--- src/rtl/i2c_arb_pkg.sv ---
// Package: shared types for the I2C arbitration guard.
// Assumes: nothing beyond IEEE 1800-2017.
package i2c_arb_pkg;

    // Arbitration status bundle passed from the checker to the top level.
    typedef struct packed {
        logic lost_now;   // loss seen in this cycle (combinational)
        logic hold;       // loss latched until STOP
        logic scl_cut;    // SCL driver withdrawn
        logic pulse;      // one-cycle loss event
        logic sticky;     // loss status until cleared
    } arb_stat_t;

    // Width needed to count 0..n inclusive.
    function automatic int cnt_width(input int n);
        return (n < 2) ? 1 : $clog2(n + 1);
    endfunction

endpackage

--- src/rtl/i2c_sync_pipe.sv ---
// Module: i2c_sync_pipe
// Multi-flop synchronizer for a small vector of asynchronous levels.
// Assumes: STAGES >= 1; each bit is an independent level (no bus coherency).
module i2c_sync_pipe #(
    parameter int          W       = 2,
    parameter int          STAGES  = 2,
    parameter logic [W-1:0] RST_VAL = '0
) (
    input  logic         clk,
    input  logic         rst_n,
    input  logic [W-1:0] d,
    output logic [W-1:0] q
);

    logic [W-1:0] stg [STAGES];

    // Shift the input through the flop chain.
    always_ff @(posedge clk) begin
        if (!rst_n) begin
            for (int i = 0; i < STAGES; i++) stg[i] <= RST_VAL;
        end else begin
            stg[0] <= d;
            for (int i = 1; i < STAGES; i++) stg[i] <= stg[i-1];
        end
    end

    assign q = stg[STAGES-1];

endmodule

--- src/rtl/i2c_cond_detect.sv ---
// Module: i2c_cond_detect
// Derives START, STOP and SCL edges from synchronized line levels.
// Assumes: inputs are already synchronized to clk; idle lines read 1.
module i2c_cond_detect (
    input  logic clk,
    input  logic rst_n,
    input  logic scl_s,
    input  logic sda_s,
    output logic start_det,
    output logic stop_det,
    output logic scl_rise,
    output logic scl_fall
);

    logic scl_q;
    logic sda_q;

    // Keep one cycle of line history for edge detection.
    always_ff @(posedge clk) begin
        if (!rst_n) begin
            scl_q <= 1'b1;
            sda_q <= 1'b1;
        end else begin
            scl_q <= scl_s;
            sda_q <= sda_s;
        end
    end

    // SDA edges count as conditions only while SCL stays high.
    always_comb begin
        start_det = scl_s && scl_q && sda_q && !sda_s;
        stop_det  = scl_s && scl_q && !sda_q && sda_s;
        scl_rise  = scl_s && !scl_q;
        scl_fall  = !scl_s && scl_q;
    end

endmodule

--- src/rtl/i2c_bus_state.sv ---
// Module: i2c_bus_state
// Tracks bus ownership from START/STOP and times the post-STOP free window.
// Assumes: start_det and stop_det are never high together.
module i2c_bus_state #(
    parameter int FREE_W = 8
) (
    input  logic              clk,
    input  logic              rst_n,
    input  logic              start_det,
    input  logic              stop_det,
    input  logic [FREE_W-1:0] free_cycles,
    output logic              bus_busy,
    output logic              bus_free
);

    logic [FREE_W-1:0] idle_cnt;

    // Busy flag: set by START, cleared by STOP.
    always_ff @(posedge clk) begin
        if (!rst_n)          bus_busy <= 1'b0;
        else if (start_det)  bus_busy <= 1'b1;
        else if (stop_det)   bus_busy <= 1'b0;
    end

    // Free-time counter: restarts on STOP, saturates at the programmed count.
    always_ff @(posedge clk) begin
        if (!rst_n)                                   idle_cnt <= '1;
        else if (stop_det)                            idle_cnt <= '0;
        else if (!bus_busy && idle_cnt < free_cycles) idle_cnt <= idle_cnt + 1'b1;
    end

    // Bus is free once idle and the free window has elapsed.
    always_comb bus_free = !bus_busy && (idle_cnt >= free_cycles);

    assert_start_sets_busy_R2: assert property (@(posedge clk) disable iff (!rst_n)
        start_det |=> bus_busy);

    assert_stop_clears_busy_R2: assert property (@(posedge clk) disable iff (!rst_n)
        stop_det |=> !bus_busy);

    assert_free_window_R7: assert property (@(posedge clk) disable iff (!rst_n)
        (stop_det && free_cycles != '0) |=> !bus_free);

endmodule

--- src/rtl/i2c_arb_check.sv ---
// Module: i2c_arb_check
// Bit-level arbitration compare, byte pulse counter and driver withdrawal.
// Assumes: own/pull intents are delayed to match the line synchronizer.
module i2c_arb_check
    import i2c_arb_pkg::*;
#(
    parameter int BYTE_BITS = 8
) (
    input  logic      clk,
    input  logic      rst_n,
    input  logic      scl_s,
    input  logic      sda_s,
    input  logic      start_det,
    input  logic      stop_det,
    input  logic      scl_rise,
    input  logic      scl_fall,
    input  logic      bus_busy,
    input  logic      own_s,
    input  logic      pull_s,
    input  logic      lost_clr,
    output arb_stat_t stat
);

    localparam int             PULSES = BYTE_BITS + 1;
    localparam int             PW     = cnt_width(PULSES);
    localparam logic [PW-1:0]  LAST   = PW'(PULSES);

    logic [PW-1:0] pulse_idx;
    logic          lost_now;
    logic          hold_q;
    logic          cut_q;
    logic          pulse_q;
    logic          sticky_q;

    // Released-but-low on an owned bit with SCL high means another master won.
    always_comb lost_now = scl_s && own_s && !pull_s && !sda_s && !hold_q;

    // Count SCL pulses within the byte; wraps after the acknowledge pulse.
    always_ff @(posedge clk) begin
        if (!rst_n)                    pulse_idx <= '0;
        else if (start_det || stop_det) pulse_idx <= '0;
        else if (scl_rise && bus_busy) pulse_idx <= (pulse_idx == LAST) ? PW'(1) : pulse_idx + 1'b1;
    end

    // Latch a loss until the bus is released by STOP.
    always_ff @(posedge clk) begin
        if (!rst_n)        hold_q <= 1'b0;
        else if (stop_det) hold_q <= 1'b0;
        else if (lost_now) hold_q <= 1'b1;
    end

    // Withdraw SCL at the falling edge that closes the byte.
    always_ff @(posedge clk) begin
        if (!rst_n)                                         cut_q <= 1'b0;
        else if (stop_det)                                  cut_q <= 1'b0;
        else if (hold_q && scl_fall && pulse_idx == LAST)   cut_q <= 1'b1;
    end

    // One-cycle event for each loss.
    always_ff @(posedge clk) begin
        if (!rst_n) pulse_q <= 1'b0;
        else        pulse_q <= lost_now;
    end

    // Sticky status: a new loss outranks a clear.
    always_ff @(posedge clk) begin
        if (!rst_n)        sticky_q <= 1'b0;
        else if (lost_now) sticky_q <= 1'b1;
        else if (lost_clr) sticky_q <= 1'b0;
    end

    always_comb begin
        stat.lost_now = lost_now;
        stat.hold     = hold_q;
        stat.scl_cut  = cut_q;
        stat.pulse    = pulse_q;
        stat.sticky   = sticky_q;
    end

    assert_pulse_single_R5: assert property (@(posedge clk) disable iff (!rst_n)
        pulse_q |=> !pulse_q);

    assert_flag_with_pulse_R5: assert property (@(posedge clk) disable iff (!rst_n)
        pulse_q |-> sticky_q);

    assert_cut_needs_loss_R6: assert property (@(posedge clk) disable iff (!rst_n)
        $rose(cut_q) |-> hold_q);

    assert_cut_on_fall_R6: assert property (@(posedge clk) disable iff (!rst_n)
        $rose(cut_q) |-> $past(scl_fall));

endmodule

--- src/rtl/i2c_arb_guard.sv ---
// Module: i2c_arb_guard (top)
// Gates an I2C master's open-drain enables on arbitration loss and grants
// START only on a free bus.
// Assumes: pull inputs are active-high pull-down enables; lines read 1 idle.
module i2c_arb_guard
    import i2c_arb_pkg::*;
#(
    parameter int SYNC_STAGES = 2,
    parameter int FREE_W      = 8,
    parameter int BYTE_BITS   = 8
) (
    input  logic              clk,
    input  logic              rst_n,
    input  logic              scl_line,
    input  logic              sda_line,
    input  logic              mst_scl_pull,
    input  logic              mst_sda_pull,
    input  logic              mst_sda_owned,
    input  logic              start_req,
    input  logic              lost_clr,
    input  logic [FREE_W-1:0] free_cycles,
    output logic              scl_pull,
    output logic              sda_pull,
    output logic              start_grant,
    output logic              bus_busy,
    output logic              bus_free,
    output logic              arb_lost_pulse,
    output logic              arb_lost_flag
);

    logic [1:0] line_s;
    logic [1:0] intent_s;
    logic       start_det;
    logic       stop_det;
    logic       scl_rise;
    logic       scl_fall;
    arb_stat_t  stat;

    // Line synchronizer: {scl, sda}, idle high.
    i2c_sync_pipe #(.W(2), .STAGES(SYNC_STAGES), .RST_VAL(2'b11)) u_line_sync (
        .clk   (clk),
        .rst_n (rst_n),
        .d     ({scl_line, sda_line}),
        .q     (line_s)
    );

    // Intent delay matched to the line path: {owned, pull}.
    i2c_sync_pipe #(.W(2), .STAGES(SYNC_STAGES), .RST_VAL(2'b00)) u_intent_dly (
        .clk   (clk),
        .rst_n (rst_n),
        .d     ({mst_sda_owned, mst_sda_pull}),
        .q     (intent_s)
    );

    i2c_cond_detect u_cond (
        .clk       (clk),
        .rst_n     (rst_n),
        .scl_s     (line_s[1]),
        .sda_s     (line_s[0]),
        .start_det (start_det),
        .stop_det  (stop_det),
        .scl_rise  (scl_rise),
        .scl_fall  (scl_fall)
    );

    i2c_bus_state #(.FREE_W(FREE_W)) u_state (
        .clk         (clk),
        .rst_n       (rst_n),
        .start_det   (start_det),
        .stop_det    (stop_det),
        .free_cycles (free_cycles),
        .bus_busy    (bus_busy),
        .bus_free    (bus_free)
    );

    i2c_arb_check #(.BYTE_BITS(BYTE_BITS)) u_arb (
        .clk       (clk),
        .rst_n     (rst_n),
        .scl_s     (line_s[1]),
        .sda_s     (line_s[0]),
        .start_det (start_det),
        .stop_det  (stop_det),
        .scl_rise  (scl_rise),
        .scl_fall  (scl_fall),
        .bus_busy  (bus_busy),
        .own_s     (intent_s[1]),
        .pull_s    (intent_s[0]),
        .lost_clr  (lost_clr),
        .stat      (stat)
    );

    // Pad enables: SDA drops in the loss cycle, SCL only at byte end.
    always_comb begin
        sda_pull       = mst_sda_pull && !(stat.lost_now || stat.hold);
        scl_pull       = mst_scl_pull && !stat.scl_cut;
        start_grant    = start_req && bus_free;
        arb_lost_pulse = stat.pulse;
        arb_lost_flag  = stat.sticky;
    end

    assert_sda_off_on_loss_R4: assert property (@(posedge clk) disable iff (!rst_n)
        arb_lost_pulse |-> !sda_pull);

endmodule

--- config.mk ---
export PLATFORM = sky130hd
export DESIGN_NAME = i2c_arb_guard
export DESIGN_NICKNAME = d
export VERILOG_FILES = /design/src/rtl/i2c_arb_pkg.sv /design/src/rtl/i2c_sync_pipe.sv /design/src/rtl/i2c_cond_detect.sv /design/src/rtl/i2c_bus_state.sv /design/src/rtl/i2c_arb_check.sv /design/src/rtl/i2c_arb_guard.sv
export SDC_FILE = /design/constraint.sdc
export NUM_CORES = 1
export LEC_CHECK = 0
export BUFFER_PORTS_ARGS = -buffer_cell sky130_fd_sc_hd__clkbuf_2
export CORE_UTILIZATION = 45
export CTS_CLUSTER_DIAMETER = 30
export DETAILED_ROUTE_END_ITERATION = 7
export PLACE_DENSITY = 0.75
export SYNTH_ARGS = -nofsm -noshare
export SYNTH_HDL_FRONTEND = slang
export SYNTH_SLANG_ARGS = --single-unit
--- constraint.sdc ---
create_clock -name clk -period 2.97 [get_ports clk]
set_input_delay 0.1485 -clock clk [delete_from_list [all_inputs] [get_ports clk]]
set_output_delay 0.1485 -clock clk [all_outputs]
set_load 0.01 [all_outputs]
Word-level counts from Yosys, hierarchy flattened
Memory sizes are Yosys's and may differ from the RTL's.
Index checks and enable logic that the tools add are counted.
- register bits after elaboration: 19
- memory bits (writable): 8
- input bits: 17
- output and inout bits: 7
- logic and storage cells: 69
- memories kept: 2
- memory list (memory ; words ; width ; rd ports ; clocked after memory_dff ; wr ports ; RTL line ; RTL):
    u_intent_dly.stg ; 2 ; 2 ; 2 ; 0 ; 2 ; i2c_sync_pipe.sv:15 ; logic [W-1:0] stg [STAGES];
    u_line_sync.stg ; 2 ; 2 ; 2 ; 0 ; 2 ; i2c_sync_pipe.sv:15 ;
- $add $sub $neg: 2
- $lt $le $gt $ge: 2
- equality and inequality tests: 1
- multiplexer cells: 13
- bitwise logic cells: 5
- reductions and logical operators: 35
- operator list (kind ; number):
    1-bit logical AND ; 19
    8-bit two-way mux ; 2
    1-bit zero test ; 9
    8-bit by 1-bit adder with 8-bit output (second input constant) ; 1
    8-bit >= comparator ; 1
    8-bit < comparator ; 1
    2-bit two-way mux ; 4
    1-bit two-way mux ; 6
    2-bit nonzero test ; 3
    4-bit by 1-bit adder with 4-bit output (second input constant) ; 1
    4-bit equality test (second input constant) ; 1
    4-bit two-way mux ; 1
    1-bit OR ; 4
    2-bit OR reduction ; 2
    1-bit logical OR ; 2
    1-bit inverter ; 1

Longest topological paths before layout
Gate-level depths: netlist of run 1.
- word-level depth: 7
- gate-level depth with buffers: 8
- gate-level depth less buffers: 7

Hierarchy
A second synthesis of run 1 with hierarchy kept.
- cell total of the unflattened synthesis: 157
- area, all modules: 1418.9 um^2
- by module, submodules not included (module ; instances ; cells each ; area an instance (um^2) ; sequential area each (um^2)):
    i2c_bus_state ; 1 ; 86 ; 670.6 ; 180.2
    i2c_arb_check ; 1 ; 40 ; 397.9 ; 160.2
    i2c_sync_pipe ; 2 ; 10 ; 120.1 ; 80.1
    i2c_cond_detect ; 1 ; 8 ; 85.1 ; 40.0
    i2c_arb_guard ; 1 ; 3 ; 25.0 ; 0.0

Worst setup path before layout of run 1
OpenSTA, ideal clock, no wires.
- kind: reg2reg
- start point: reg u_state.idle_cnt[7]
- end point: reg u_state.idle_cnt[7]
- setup time: 0.062 ns
- data arrival time: 1.823 ns
- required time: 2.908 ns
- path slack: 1.084 ns
- cell stages (with the launch flop): 7
- path buffers: 0
- period minus slack after synthesis: 1.886 ns
- cells stage by stage: dfxtp_1 ha_1 and3_4 a221oi_4 nand4_1 or4_1 nand3_1
- longest elaborated chain between the ends: 3
- elaborated cells between the ends (all ways): 6
- those cells by class: 1 x add/sub; 1 x order compare; 2 x mux; 2 x reduce/logical
- RTL lines (what ; RTL line ; RTL):
    start, declared ; i2c_bus_state.sv:16 ; logic [FREE_W-1:0] idle_cnt;
    start signal, assigned ; i2c_bus_state.sv:29 ; else if (!bus_busy && idle_cnt < free_cycles) idle_cnt <= idle_cnt + 1'b1;
    8-bit by 1-bit adder with 8-bit output / 8-bit < comparator (equally long branches) ; i2c_bus_state.sv:29 ;
    8-bit two-way mux / 1-bit logical AND (equally long branches) ; i2c_bus_state.sv:29 ;
    8-bit two-way mux / 2-bit nonzero test (equally long branches) ; - ;
Several ways; a longest one is shown, not always the timed one. The select of a mux whose other input is x is not followed.
A chain may end at the register's enable or synchronous reset.

Worst setup path in the final report of run 1
- start point: reg u_state.idle_cnt[7]
- end point: out start_grant
- longest elaborated chain between the ends: 3
- RTL lines (what ; RTL line ; RTL):
    8-bit >= comparator ; i2c_bus_state.sv:33 ; always_comb bus_free = !bus_busy && (idle_cnt >= free_cycles);
    1-bit logical AND ; i2c_bus_state.sv:33 ;
    1-bit logical AND ; i2c_arb_guard.sv:96 ; start_grant = start_req && bus_free;
    end, declared ; i2c_arb_guard.sv:24 ; output logic start_grant,
No other way between the ends.

==> flow_metrics.env, run 1 <==
export IMPL_required_ns=2.82
export IMPL_hold_viol_final=0
export IMPL_clock_sinks=27
export IMPL_worstHoldStart="mst_sda_owned"
export IMPL_p_leak_nw=0.674
export IMPL_final_antenna_net_count=0
export IMPL_io_buffers=23
export IMPL_drt_iter0_drc=39
export IMPL_final_layout_size_suffix_gt1_share_pct=18.5
export IMPL_fin_worst_hold_slack_ns=0.0182
export IMPL_holdPathStages=2
export IMPL_setup_tns_ns=0
export IMPL_dp_hpwl_um=1940
export IMPL_synth_edff_count=0
export IMPL_yosysTopAreaCellShare_pct=39.8
export IMPL_placed_cells=203
export IMPL_max_freq_mhz=444
export IMPL_vias_per_cell=5.80
export IMPL_finish_utilization_pct=55.1
export IMPL_yosys_area_top_type="dfxtp_1"
export IMPL_grt_usage_pct=17.2
export IMPL_start_util_pct=48.4
export IMPL_status="complete, no violations"
export IMPL_via_count=1213
export IMPL_clkTransAtPathRegs_ns=0.15
export IMPL_netlist_area_um2=1360
export IMPL_startpoint_type="flop"
export IMPL_synthTopCellsByCount="dfxtp_1, inv_1, nor2_1"
export IMPL_slew_viol_final=0
export IMPL_totalWireLength_um=2630
export IMPL_min_period_ns=2.25
export IMPL_grt_max_degree=23
export IMPL_syn_nets=179
export IMPL_post_cts_buffers=0
export IMPL_skew_ns=0.00776
export IMPL_grt_pass1_wl_um=4540
export IMPL_reg2reg_from="u_state.idle_cnt[7]"
export IMPL_rsz0062_at_grt="no"
export IMPL_max_slew_worst_pin_slew_ns=0.734
export IMPL_yosysUniqueCellTypes=37
export IMPL_layout_nets=205
export IMPL_cts_buffers=3
export IMPL_diodes=0
export IMPL_instances_no_fill=209
export IMPL_syn2layout_area_growth_pct=13.8
export IMPL_netlist_instances=153
export IMPL_row_count=19
export IMPL_drc=0
export IMPL_htree_levels=1
export IMPL_globalplace_congestion=0.828
export IMPL_finalSetupViolCount=0
export IMPL_p_per_area_nw_per_um2=609
export IMPL_clock_latency_ns=0.32
export IMPL_timing_final_crit_share_pct=75.8
export IMPL_cp_end_kind="output pin"
export IMPL_async_flop_share_pct=0
export IMPL_ys_ff_latch=27
export IMPL_postCtsHoldBufs=2
export IMPL_timing_final_ws_setup_ns=0.719
export IMPL_worst_hold_path_endpoint="u_intent_dly.stg[0][1]"
export IMPL_drv_cap=0
export IMPL_crit_fanout=8
export IMPL_ys_flop_type="dfxtp_1"
export IMPL_vdd_drop_max_mv=0.336
export IMPL_hold_class="in -> reg"
export IMPL_grt_antenna_before_repair=0
export IMPL_die_h_um=57.0
export IMPL_cts_resized=0
export IMPL_ys_top_cells_by_area="dfxtp_1, ha_1, and2_1, nand2b_1, o211ai_1"
export IMPL_overflow=0
export IMPL_firstDrtPassIters=4
export IMPL_dp_worst_setup_slack_ns=0.922
export IMPL_root_buffer="clkbuf_4"
export IMPL_clockBufferDepth=2
export IMPL_boundaryPins=24
export IMPL_fp_coreArea_um2=2810
export IMPL_yosysSeqAreaShare_pct=39.8
export IMPL_slew_headroom_pct=51.0
export IMPL_r2r_end="u_state.idle_cnt[7]"
export IMPL_die_area_um2=3240
export IMPL_ff2ff_setup_slack_ns=0.87
export IMPL_first_global_vias=1113
export IMPL_wl_per_cell_um=12.6
export IMPL_chipWidth_um=57.0
export IMPL_cts_tree="built"
export IMPL_synthMostInstantiatedCell="dfxtp_1"
export IMPL_cp_arrival_ns=2.10
export IMPL_ys_warn_count=0
export IMPL_path_class="reg -> out"
export IMPL_postSynthAreaPerCell_um2=8.88
export IMPL_r2r_cells=6
==> registers in the layout (all words and copies together) (netlist names), 4 cells and up <==
name / count
u_arb.pulse_idx: 4
u_intent_dly.stg: 4
u_line_sync.stg: 4
u_state.idle_cnt: 8
==> per-stage QoR <==
step	total power, mW	area (µm²)
2_1_floorplan	0.701	1360
6_report	0.942	1550
3_5_place_dp	0.781	1500
4_1_cts	0.948	1550
3_3_place_gp	0.760	1500
5_1_grt	1.01	1550
==> cell type report <==
type / count / area, µm²
timing repair buffer: 25 / 135
tap: 31 / 38.8
clock buffer: 3 / 22.5
sequential: 27 / 541
clock inverter: 1 / 7.51
inverter: 11 / 41.3
multi-input combinational: 111 / 761
fill: 257 / 1260
==> cells by family after synthesis <==
| family | count (synthesis) | share of synthesized area (%) |
|---|---|---|
| simple gates | 69 | 29.6 |
| fa+ha+maj | 9 | 8.29 |
| compound gates | 31 | 16.8 |
| xor+xnor | 2 | 1.29 |
| buf+inv | 15 | 4.24 |
| flops | 27 | 39.8 |
==> power by group <==
part / internal [mW] / switching [mW] / leakage (nW)
clock network: 0.0514 / 0.108 / 0.0139
registers: 0.403 / 0.0424 / 0.222
logic: 0.160 / 0.178 / 0.438
total: 0.614 / 0.328 / 0.674
==> layer usage <==
metal	vias up	wire length, µm	GRT usage (%)
met5	-	0	0
met4	0	37	5.23
met3	4	56	2.72
met2	20	1290	30.9
met1	579	1240	21.2
li1	610	-	-
==> cell usage in the layout (no fill, tap or decap), drive strengths merged, types with 2 or more instances in the layout <==
cell type,instances
a21oi,5
clkbuf,26
nor2b,4
and2,10
a31oi,3
ha,9
nand3,7
nor3b,2
nand2,6
nand3b,4
dlygate4sd3,2
nor2,11
nor4,3
inv,11
nor3,2
o21ai,8
or4,2
o211ai,6
nand4,5
o311ai,2
nand2b,8
and3,2
dfxtp,27
==> worst max-delay path: stages, from the launching register on <==
cell and delay, ns:
dfxtp_1 0.35, ha_1 0.34, and3_4 0.22, a221oi_4 0.43, a21oi_1 0.14, and2_1 0.18
clkbuf_2 0.12
==> worst max path at each step <==
stage	start	end	slack, ns	cells after the start
finish	u_state.idle_cnt[7]	start_grant	0.72	6
global route	u_state.idle_cnt[7]	start_grant	0.55	6
floorplan	u_state.idle_cnt[7]	u_state.idle_cnt[7]	1.08	6
CTS	u_state.idle_cnt[7]	start_grant	0.71	6
global placement	u_state.idle_cnt[7]	u_state.idle_cnt[7]	1.00	6
detailed placement	u_state.idle_cnt[7]	u_state.idle_cnt[7]	0.92	6
(Power assumes the default switching activity.)
==> inputs of run 2 (changes only) <==
==> constraint.sdc (replaced) <==
create_clock -name clk -period 2.3 [get_ports clk]
set_input_delay 0.115 -clock clk [delete_from_list [all_inputs] [get_ports clk]]
set_output_delay 0.115 -clock clk [all_outputs]
set_load 0.01 [all_outputs]
==> flow_metrics.env, run 2 (synthesized netlist as in run 1, its figures left out) <==
export IMPL_status="complete, no violations"
export IMPL_startpoint_type="flop"
export IMPL_globalplace_congestion=0.846
export IMPL_firstDrtPassIters=4
export IMPL_wl_per_cell_um=12.3
export IMPL_worstHoldStart="lost_clr"
export IMPL_clockBufferDepth=2
export IMPL_p_per_area_nw_per_um2=784
export IMPL_regMostFlops="u_state.idle_cnt"
export IMPL_dp_hpwl_um=1970
export IMPL_grt_pass1_wl_um=4610
export IMPL_layout_commonest_cell="dfxtp_1"
export IMPL_required_ns=2.57
export IMPL_cts_tree="built"
export IMPL_final_layout_size_suffix_gt1_share_pct=19.2
export IMPL_crit_start="u_state.idle_cnt[7]"
export IMPL_timing_final_crit_share_pct=91.0
export IMPL_totalWireLength_um=2620
export IMPL_grt_antenna_before_repair=0
export IMPL_die_h_um=57.0
export IMPL_first_global_vias=1119
export IMPL_cts_buffers=3
export IMPL_max_freq_mhz=478
export IMPL_n_fill_cell=253
export IMPL_slew_headroom_pct=49.8
export IMPL_multi_input_area_um2=761
export IMPL_cp_end_kind="flop"
export IMPL_vdd_drop_max_mv=0.532
export IMPL_via_count=1191
export IMPL_slew_viol_final=0
export IMPL_drc=0
export IMPL_finish_utilization_pct=56.4
export IMPL_register_area_um2=541
export IMPL_grt_max_degree=23
export IMPL_hold_viol_final=0
export IMPL_min_period_ns=2.09
export IMPL_io_buffers=23
export IMPL_htree_levels=1
export IMPL_max_slew_worst_pin_slew_ns=0.751
export IMPL_hold_class="in -> reg"
export IMPL_path_class="reg -> reg"
export IMPL_clock_sinks=27
export IMPL_finalSetupViolCount=0
export IMPL_layout_nets=209
export IMPL_rsz0062_at_grt="no"
export IMPL_cp_arrival_ns=2.37
export IMPL_grt_usage_pct=17.9
export IMPL_die_area_um2=3240
export IMPL_final_antenna_net_count=0
export IMPL_drt_iter0_drc=41
export IMPL_clock_latency_ns=0.33
export IMPL_fp_coreArea_um2=2810
export IMPL_crit_fanout=4
export IMPL_syn2layout_area_growth_pct=16.4
export IMPL_clkTransAtPathRegs_ns=0.15
export IMPL_boundaryPins=24
export IMPL_drv_cap=0
export IMPL_reg2reg_from="u_state.idle_cnt[7]"
export IMPL_p_leak_nw=0.692
export IMPL_root_buffer="clkbuf_4"
export IMPL_chipWidth_um=57.0
export IMPL_ff2ff_setup_slack_ns=0.21
export IMPL_diodes=0
export IMPL_skew_ns=0.00433
export IMPL_layout_common_cells="dfxtp_1, clkbuf_2, inv_1, nor2_1"
export IMPL_overflow=0
export IMPL_vias_per_cell=5.59
export IMPL_row_count=19
export IMPL_largest_reg_flops=8
export IMPL_cts_resized=0
export IMPL_start_util_pct=48.4
export IMPL_setup_tns_ns=0
==> run 2: cell count changes in the layout (fill, tap and decap cells not counted) <==
cell	delta
buf_4	+2
dlygate4sd3_1	+2
==> run 2: cell type report <==
type                            count  area share [%]
Inverter                           11            2.61
Clock inverter                      1           0.475
Multi-Input combinational cell    111            48.1
Clock buffer                        3            1.42
Timing Repair Buffer               29            10.8
Sequential cell                    27            34.2
Tap cell                           31            2.45
==> run 2: final timing paths <==
| kind | depth (start not counted) | to |
|---|---|---|
| max | 7 | u_state.idle_cnt[7] |
| min | 3 | u_arb.sticky_q |
| max reg2reg | 7 | u_state.idle_cnt[7] |
| min reg2reg | 1 | u_line_sync.stg[0][2] |
==> run 2: what timing repair did <==
item / CTS / global route
setup endpoints to repair: 0 / 1
endpoints found under the hold margin: 4 / 0
setup buffers: 0 / 2
hold buffers: 4 / 0
==> run 2: report_power, final <==
group	total (mW)	internal [mW]	switching, mW
combinational	0.452	0.223	0.230
clock	0.211	0.0665	0.144
sequential	0.577	0.520	0.0566
total	1.24	0.809	0.430
==> run 2: metrics by stage <==
step           cells  worst slack [ns]  total power [mW]  cell area (µm²)  hold WS (ns)
2_1_floorplan    153             0.414             0.905             1360         0.210
3_3_place_gp     203             0.329             0.983             1500         0.294
3_5_place_dp     203             0.258              1.00             1500         0.298
4_1_cts          211            0.0800              1.23             1570        0.0447
5_1_grt          213            0.0940              1.34             1580        0.0469
6_report         213             0.208              1.24             1580        0.0549
==> run 2: worst max-delay path, stage by stage, from the launching register on <==
cell and delay, ns:
dfxtp_1 0.36, ha_1 0.34, and3_4 0.22, a221oi_4 0.32
buf_4 0.16, nand4_1 0.10, or4_1 0.44, nand3_1 0.10
==> run 2: routing by layer <==
metal	wire length, µm	up-vias	global-route usage (%)
met5	0	-	0
met4	43	0	8.01
met3	94	6	2.95
met2	1320	28	30.6
met1	1170	547	22.2
li1	-	610	-
